$ cat src/rtl/nrb_pkg.sv
package nrb_pkg;
    localparam int unsigned WORD_W = 32;
    localparam int unsigned ID_W   = 64;
    localparam logic [WORD_W-1:0] FILLER_WORD = 32'hBEAF_BEAF;
    localparam logic [WORD_W-1:0] NONCE_BIAS  = 32'h0000_4000;

    typedef enum logic [1:0] {
        ST_EMPTY   = 2'd0,
        ST_FILLING = 2'd1,
        ST_FULL    = 2'd2
    } coll_state_e;
endpackage

$ cat src/rtl/nrb_collect.sv
module nrb_collect
    import nrb_pkg::*;
#(
    parameter int unsigned NSLOT = 21,
    localparam int unsigned FRAME_W = NSLOT * WORD_W + ID_W,
    localparam int unsigned CNT_W = $clog2(NSLOT + 1)
) (
    input  logic               clk,
    input  logic               rst_n,
    input  logic               nonce_vld,
    input  logic [WORD_W-1:0]  nonce_val,
    input  logic               work_start,
    input  logic [ID_W-1:0]    work_id,
    input  logic               swap,
    output logic [FRAME_W-1:0] frame,
    output logic               overflow
);
    localparam coll_state_e ST_AFTER_ONE = (NSLOT == 1) ? ST_FULL : ST_FILLING;

    coll_state_e        state_q, state_d;
    logic [CNT_W-1:0]   cnt_q;
    logic               ovf_q;
    logic [ID_W-1:0]    id_q;
    logic [WORD_W-1:0]  slot_q [NSLOT];
    logic               wr_en;
    logic [CNT_W-1:0]   wr_idx;
    logic [WORD_W-1:0]  biased;

    // state register
    always_ff @(posedge clk) begin
        if (!rst_n) state_q <= ST_EMPTY;
        else        state_q <= state_d;
    end

    // next state
    always_comb begin
        state_d = state_q;
        unique case (state_q)
            ST_EMPTY: begin
                if (nonce_vld) state_d = ST_AFTER_ONE;
            end
            ST_FILLING: begin
                if (swap)
                    state_d = nonce_vld ? ST_AFTER_ONE : ST_EMPTY;
                else if (nonce_vld && cnt_q == CNT_W'(NSLOT - 1))
                    state_d = ST_FULL;
            end
            ST_FULL: begin
                if (swap) state_d = nonce_vld ? ST_AFTER_ONE : ST_EMPTY;
            end
            default: state_d = ST_EMPTY;
        endcase
    end

    // outputs of the machine: slot write control
    always_comb begin
        wr_en  = nonce_vld && (swap || state_q != ST_FULL);
        wr_idx = swap ? '0 : cnt_q;
        biased = nonce_val + NONCE_BIAS;
    end

    always_ff @(posedge clk) begin
        if (!rst_n) begin
            cnt_q <= '0;
            ovf_q <= 1'b0;
            id_q  <= '0;
        end else begin
            if (swap) begin
                cnt_q <= nonce_vld ? CNT_W'(1) : '0;
                ovf_q <= 1'b0;
            end else begin
                cnt_q <= cnt_q + CNT_W'(wr_en);
                ovf_q <= ovf_q | (nonce_vld && state_q == ST_FULL);
            end
            if (work_start) id_q <= work_id;
        end
    end

    for (genvar i = 0; i < NSLOT; i++) begin : g_slot
        always_ff @(posedge clk) begin
            if (!rst_n)                          slot_q[i] <= FILLER_WORD;
            else if (wr_en && wr_idx == CNT_W'(i)) slot_q[i] <= biased;
            else if (swap)                       slot_q[i] <= FILLER_WORD;
        end
        assign frame[FRAME_W-1-i*WORD_W -: WORD_W] = slot_q[i];
    end
    assign frame[ID_W-1:0] = id_q;
    assign overflow = ovf_q;

    assert_ovf_cause_R7: assert property (@(posedge clk) disable iff (!rst_n)
        $rose(ovf_q) |-> $past(state_q == ST_FULL && nonce_vld && !swap));
    assert_ovf_clear_R7: assert property (@(posedge clk) disable iff (!rst_n)
        swap |=> !ovf_q);
    assert_cnt_bound_R7: assert property (@(posedge clk) disable iff (!rst_n)
        cnt_q <= CNT_W'(NSLOT));
    assert_empty_cnt_R4: assert property (@(posedge clk) disable iff (!rst_n)
        (state_q == ST_EMPTY) == (cnt_q == '0));
    assert_swap_hit_R8: assert property (@(posedge clk) disable iff (!rst_n)
        (swap && nonce_vld) |=> (cnt_q == CNT_W'(1)));
endmodule

$ cat src/rtl/nrb_hold.sv
module nrb_hold
    import nrb_pkg::*;
#(
    parameter int unsigned NSLOT = 21,
    localparam int unsigned FRAME_W = NSLOT * WORD_W + ID_W
) (
    input  logic               clk,
    input  logic               rst_n,
    input  logic               swap,
    input  logic [FRAME_W-1:0] frame_in,
    output logic [FRAME_W-1:0] frame_out
);
    localparam logic [FRAME_W-1:0] RESET_FRAME = {{NSLOT{FILLER_WORD}}, {ID_W{1'b0}}};

    logic [FRAME_W-1:0] frame_q;

    always_ff @(posedge clk) begin
        if (!rst_n)    frame_q <= RESET_FRAME;
        else if (swap) frame_q <= frame_in;
    end
    assign frame_out = frame_q;

    assert_report_hold_R5: assert property (@(posedge clk) disable iff (!rst_n)
        !swap |=> $stable(frame_q));
    assert_report_load_R5: assert property (@(posedge clk) disable iff (!rst_n)
        swap |=> (frame_q == $past(frame_in)));
endmodule

$ cat src/rtl/nonce_report_buffer.sv
module nonce_report_buffer
    import nrb_pkg::*;
#(
    parameter int unsigned NSLOT = 21,
    localparam int unsigned FRAME_W = NSLOT * WORD_W + ID_W
) (
    input  logic               clk,
    input  logic               rst_n,
    input  logic               nonce_vld,
    input  logic [31:0]        nonce_val,
    input  logic               work_start,
    input  logic [63:0]        work_id,
    input  logic               frame_swap,
    output logic [FRAME_W-1:0] report,
    output logic               overflow
);
    logic [FRAME_W-1:0] coll_frame;

    nrb_collect #(.NSLOT(NSLOT)) u_collect (
        .clk        (clk),
        .rst_n      (rst_n),
        .nonce_vld  (nonce_vld),
        .nonce_val  (nonce_val),
        .work_start (work_start),
        .work_id    (work_id),
        .swap       (frame_swap),
        .frame      (coll_frame),
        .overflow   (overflow)
    );

    nrb_hold #(.NSLOT(NSLOT)) u_hold (
        .clk       (clk),
        .rst_n     (rst_n),
        .swap      (frame_swap),
        .frame_in  (coll_frame),
        .frame_out (report)
    );

    assert_id_carry_R9: assert property (@(posedge clk) disable iff (!rst_n)
        (frame_swap && work_start) |=> (report[ID_W-1:0] != $past(work_id)
                                        || coll_frame[ID_W-1:0] == $past(work_id)));
endmodule

$ cat config.mk
export PLATFORM = sky130hd
export DESIGN_NAME = nonce_report_buffer
export DESIGN_NICKNAME = d
export VERILOG_FILES = /design/src/rtl/nrb_pkg.sv /design/src/rtl/nrb_collect.sv /design/src/rtl/nrb_hold.sv /design/src/rtl/nonce_report_buffer.sv
export SDC_FILE = /design/constraint.sdc
export NUM_CORES = 2
export LEC_CHECK = 0
export BUFFER_PORTS_ARGS = -buffer_cell sky130_fd_sc_hd__buf_2
export CAP_MARGIN = 20
export CORE_MARGIN = 2
export CORE_UTILIZATION = 45
export CTS_BUF_LIST = sky130_fd_sc_hd__clkbuf_4 sky130_fd_sc_hd__clkbuf_8
export DETAILED_ROUTE_END_ITERATION = 12
export PLACE_DENSITY = 0.68
export SKIP_CTS_REPAIR_TIMING = 1
export SLEW_MARGIN = 10
export SYNTH_ARGS = -nofsm -noshare
export SYNTH_HDL_FRONTEND = slang
export SYNTH_SLANG_ARGS = --single-unit
$ cat constraint.sdc
create_clock -name clk -period 5.7 [get_ports clk]
set_input_delay 1.14 -clock clk [delete_from_list [all_inputs] [get_ports clk]]
set_output_delay 1.14 -clock clk [all_outputs]
set_load 0.01 [all_outputs]
==> results_dict.tcl <==
set metrics [dict create \
    status "finished, violations left" \
    violations "antenna violations" \
    core_region_area_mm2 0.1197 \
    period_share_pct 55.76 \
    clk-insertion-delay-late_ns 0.99 \
    rows 127 \
    cts_max_level 4 \
    grt_max_degree 191 \
    synth_nets 4376 \
    antenna_left 1 \
    antenna_found_initial 18 \
    clock-sinks 1480 \
    period_minus_slack_ns 3.178 \
    netlist_instances 4272 \
    power_density_mw_per_mm2 336.6 \
    seq_area_frac_synth_pct 67.19 \
    grt_pass1_wl_mm 234.5 \
    clock_path_buffers 3 \
    globalplace.congestion 0.8068 \
    track_usage_pct 26.13 \
    die_width_um 350.8 \
    ir_worst_vdd_v 0.0002767 \
    drt-wirelength-per-cell_um 24.01 \
    cap_violations 0 \
    skew_ns 0.04585 \
    critPathMaxFanout 77 \
    grt_pass1_vias 34008 \
    layout_common_cells "835 x buf_2, 808 x dfxtp_1, 800 x mux2i_1, 760 x nand2_1, 672 x edfxtp_1" \
    overflow 0 \
    cp-start-kind "input pin" \
    ys_seq_elements 1480 \
    syn2layout_area_growth_pct 20.47 \
    slew_viol_final 0 \
    maxSlewHeadroom_pct 19.25 \
    drc 0 \
    ys_types 49 \
    hold_violations 0 \
    cts_tree "built" \
    wirelength_mm 166.1 \
    end_kind "register" \
    min_path_cells 2 \
    cpPeakStageDelay_ns 0.87 \
    reg2regPathDepth 5 \
    critPathKind "in2reg" \
    yosys_warnings 0 \
    die_h_um 350.8 \
    clk_pin_slew_ns 0.06 \
    fmax_mhz 314.7 \
    cts_buffers 232 \
    place_hpwl_mm 106.5 \
    drt_iter0_markers 3083 \
    first_pass_iters 6 \
    path_common_cell "buf_4" \
    synth.avg_cell_area_um2 12.67 \
    via_count 35433 \
    viasPerCell 5.121 \
    setup_violations 0 \
    post_route_cells_drive_above_1_share_pct 26.33 \
    leakagePower_nw 24.69 \
    tightestPinTransition_ns 1.211 \
    final_common_cell "buf_2" \
    pin_count 838 \
    synth.cell_area_mm2 0.05411 \
    portBuffers 837 \
    setup-tns-final_ns 0 \
    crit_required_ns 6.49 \
    rsz0062_at_grt "no" \
    critPathArrivalTime_ns 3.97 \
    dp_slack_ns 1.614 \
    hp-class "reg2reg" \
    nets 5186 \
    crit_chain "buf_8, buf_4, buf_4, mux2i_1, nand2_1" \
    design_area_mm2 0.06519 \
    clock_tree.root_cell "clkbuf_8" \
    crit_path_top_delay_cell "buf_4" \
    die_area_mm2 0.1230 \
    placed_cell_area_mm2 0.06000 \
    setup_slack_ns 2.522 \
    floorplan.initialDensity_pct 45.22 \
]
-- cell type report --
cell class / count / area [um2]
fillers: 10175 / 54470
multi-input cells: 2453 / 16670
clock buffers: 391 / 4656
repair buffers: 913 / 5044
inverters: 2 / 7.507
clock inverters: 51 / 395.4
flip-flops and latches: 1480 / 36350
diodes: 17 / 42.54
well taps: 1612 / 2017
-- cells by family after synthesis --
family	Yosys count	share of synthesized area (%)
compound gates	32	0.3469
xor+xnor	18	0.2914
fa+ha+maj	3	0.06938
buf+inv	339	2.840
flops	1480	67.19
mux	800	14.80
simple gates	1600	14.46
-- through the flow --
stage / util (%) / hold slack, ns / std cells / power [W]
after floorplan: - / 0.4376 / 4272 / 0.01218
after global placement: 49.96 / 0.4401 / 6446 / 0.01265
after detailed placement: 50.15 / 0.4481 / 6455 / 0.01268
after CTS: 54.37 / 0.3276 / 6897 / 0.02209
after global routing: 54.46 / 0.4121 / 6908 / 0.02261
final: 54.48 / 0.4335 / 6919 / 0.02194
-- power by group --
group | switching, W | internal, W | leakage (nW)
Sequential | 0.0000754 | 0.0112 | 12.2
Combinational | 0.000775 | 0.000371 | 9.80
Clock | 0.00426 | 0.00523 | 2.71
Total | 0.00511 | 0.0168 | 24.7
-- Yosys cell counts (all sizes together) --
cell type | count | area [um2]
nor2 | 127 | 476.7
edfxtp | 672 | 20180
nand2 | 764 | 2868
and2 | 29 | 181.4
o211ai | 2 | 15.01
nor3b | 4 | 57.56
o211a | 2 | 20.02
o21ai | 21 | 105.1
nor4 | 4 | 25.02
nor3 | 5 | 46.30
and4bb | 2 | 25.02
or3b | 2 | 20.02
a21oi | 2 | 10.01
clkbuf | 197 | 740.7
o31ai | 1 | 7.510
mux2i | 800 | 8008
and3 | 48 | 300.3
ha | 3 | 37.54
dfxtp | 808 | 16180
or2 | 1 | 6.260
nand3 | 37 | 185.2
nand3b | 2 | 15.01
inv | 2 | 7.510
xor2 | 8 | 70.07
buf | 140 | 788.3
and4 | 4 | 35.03
a21boi | 3 | 22.52
xnor2 | 10 | 87.58
and3b | 2 | 17.52
nand2b | 98 | 613.1
o21a | 1 | 7.510
or4 | 1 | 7.510
and2b | 1 | 7.510
nor2b | 299 | 1871
or3 | 156 | 975.9
nand4 | 11 | 68.82
or2b | 3 | 22.52
-- critical path: cells and delay by family --
family,cells,cell delay [ns]
buffers and inverters,3,2.19
muxes,1,0.28
and+or+nand+nor,1,0.07
-- state kept, by name, indices dropped and copies added (netlist names) --
register / count
u_collect.cnt_q: 5
u_collect.overflow: 1
u_collect.slot_q: 672
u_collect.id_q: 64
u_hold.frame_out: 736
u_collect.state_q: 2
-- per-layer routing --
metal  global-route usage (%)  vias to the layer above  wire length, um
met1                    31.88                    17464            65120
met3                    7.535                      286            13580
li1                         -                    16318                -
met2                    42.96                     1359            80520
met4                    11.77                        6             6866
met5                        0                        -               37
-- path summary, 6_finish.rpt --
check | from | endpoint | slack [ns]
setup reg to reg | u_collect.state_q[0]$_SDFFE_PN0P_ | u_collect.slot_q[3][26]$_SDFFCE_PP1P_ | 2.71
hold / removal | u_collect.slot_q[3][26]$_SDFFCE_PP1P_ | u_hold.frame_out[634]$_SDFFE_PN1P_ | 0.43
setup / recovery | frame_swap | u_hold.frame_out[529]$_SDFFE_PN1P_ | 2.52
hold reg to reg | u_collect.slot_q[3][26]$_SDFFCE_PP1P_ | u_hold.frame_out[634]$_SDFFE_PN1P_ | 0.43
Power figures use the tool's default switching activity.
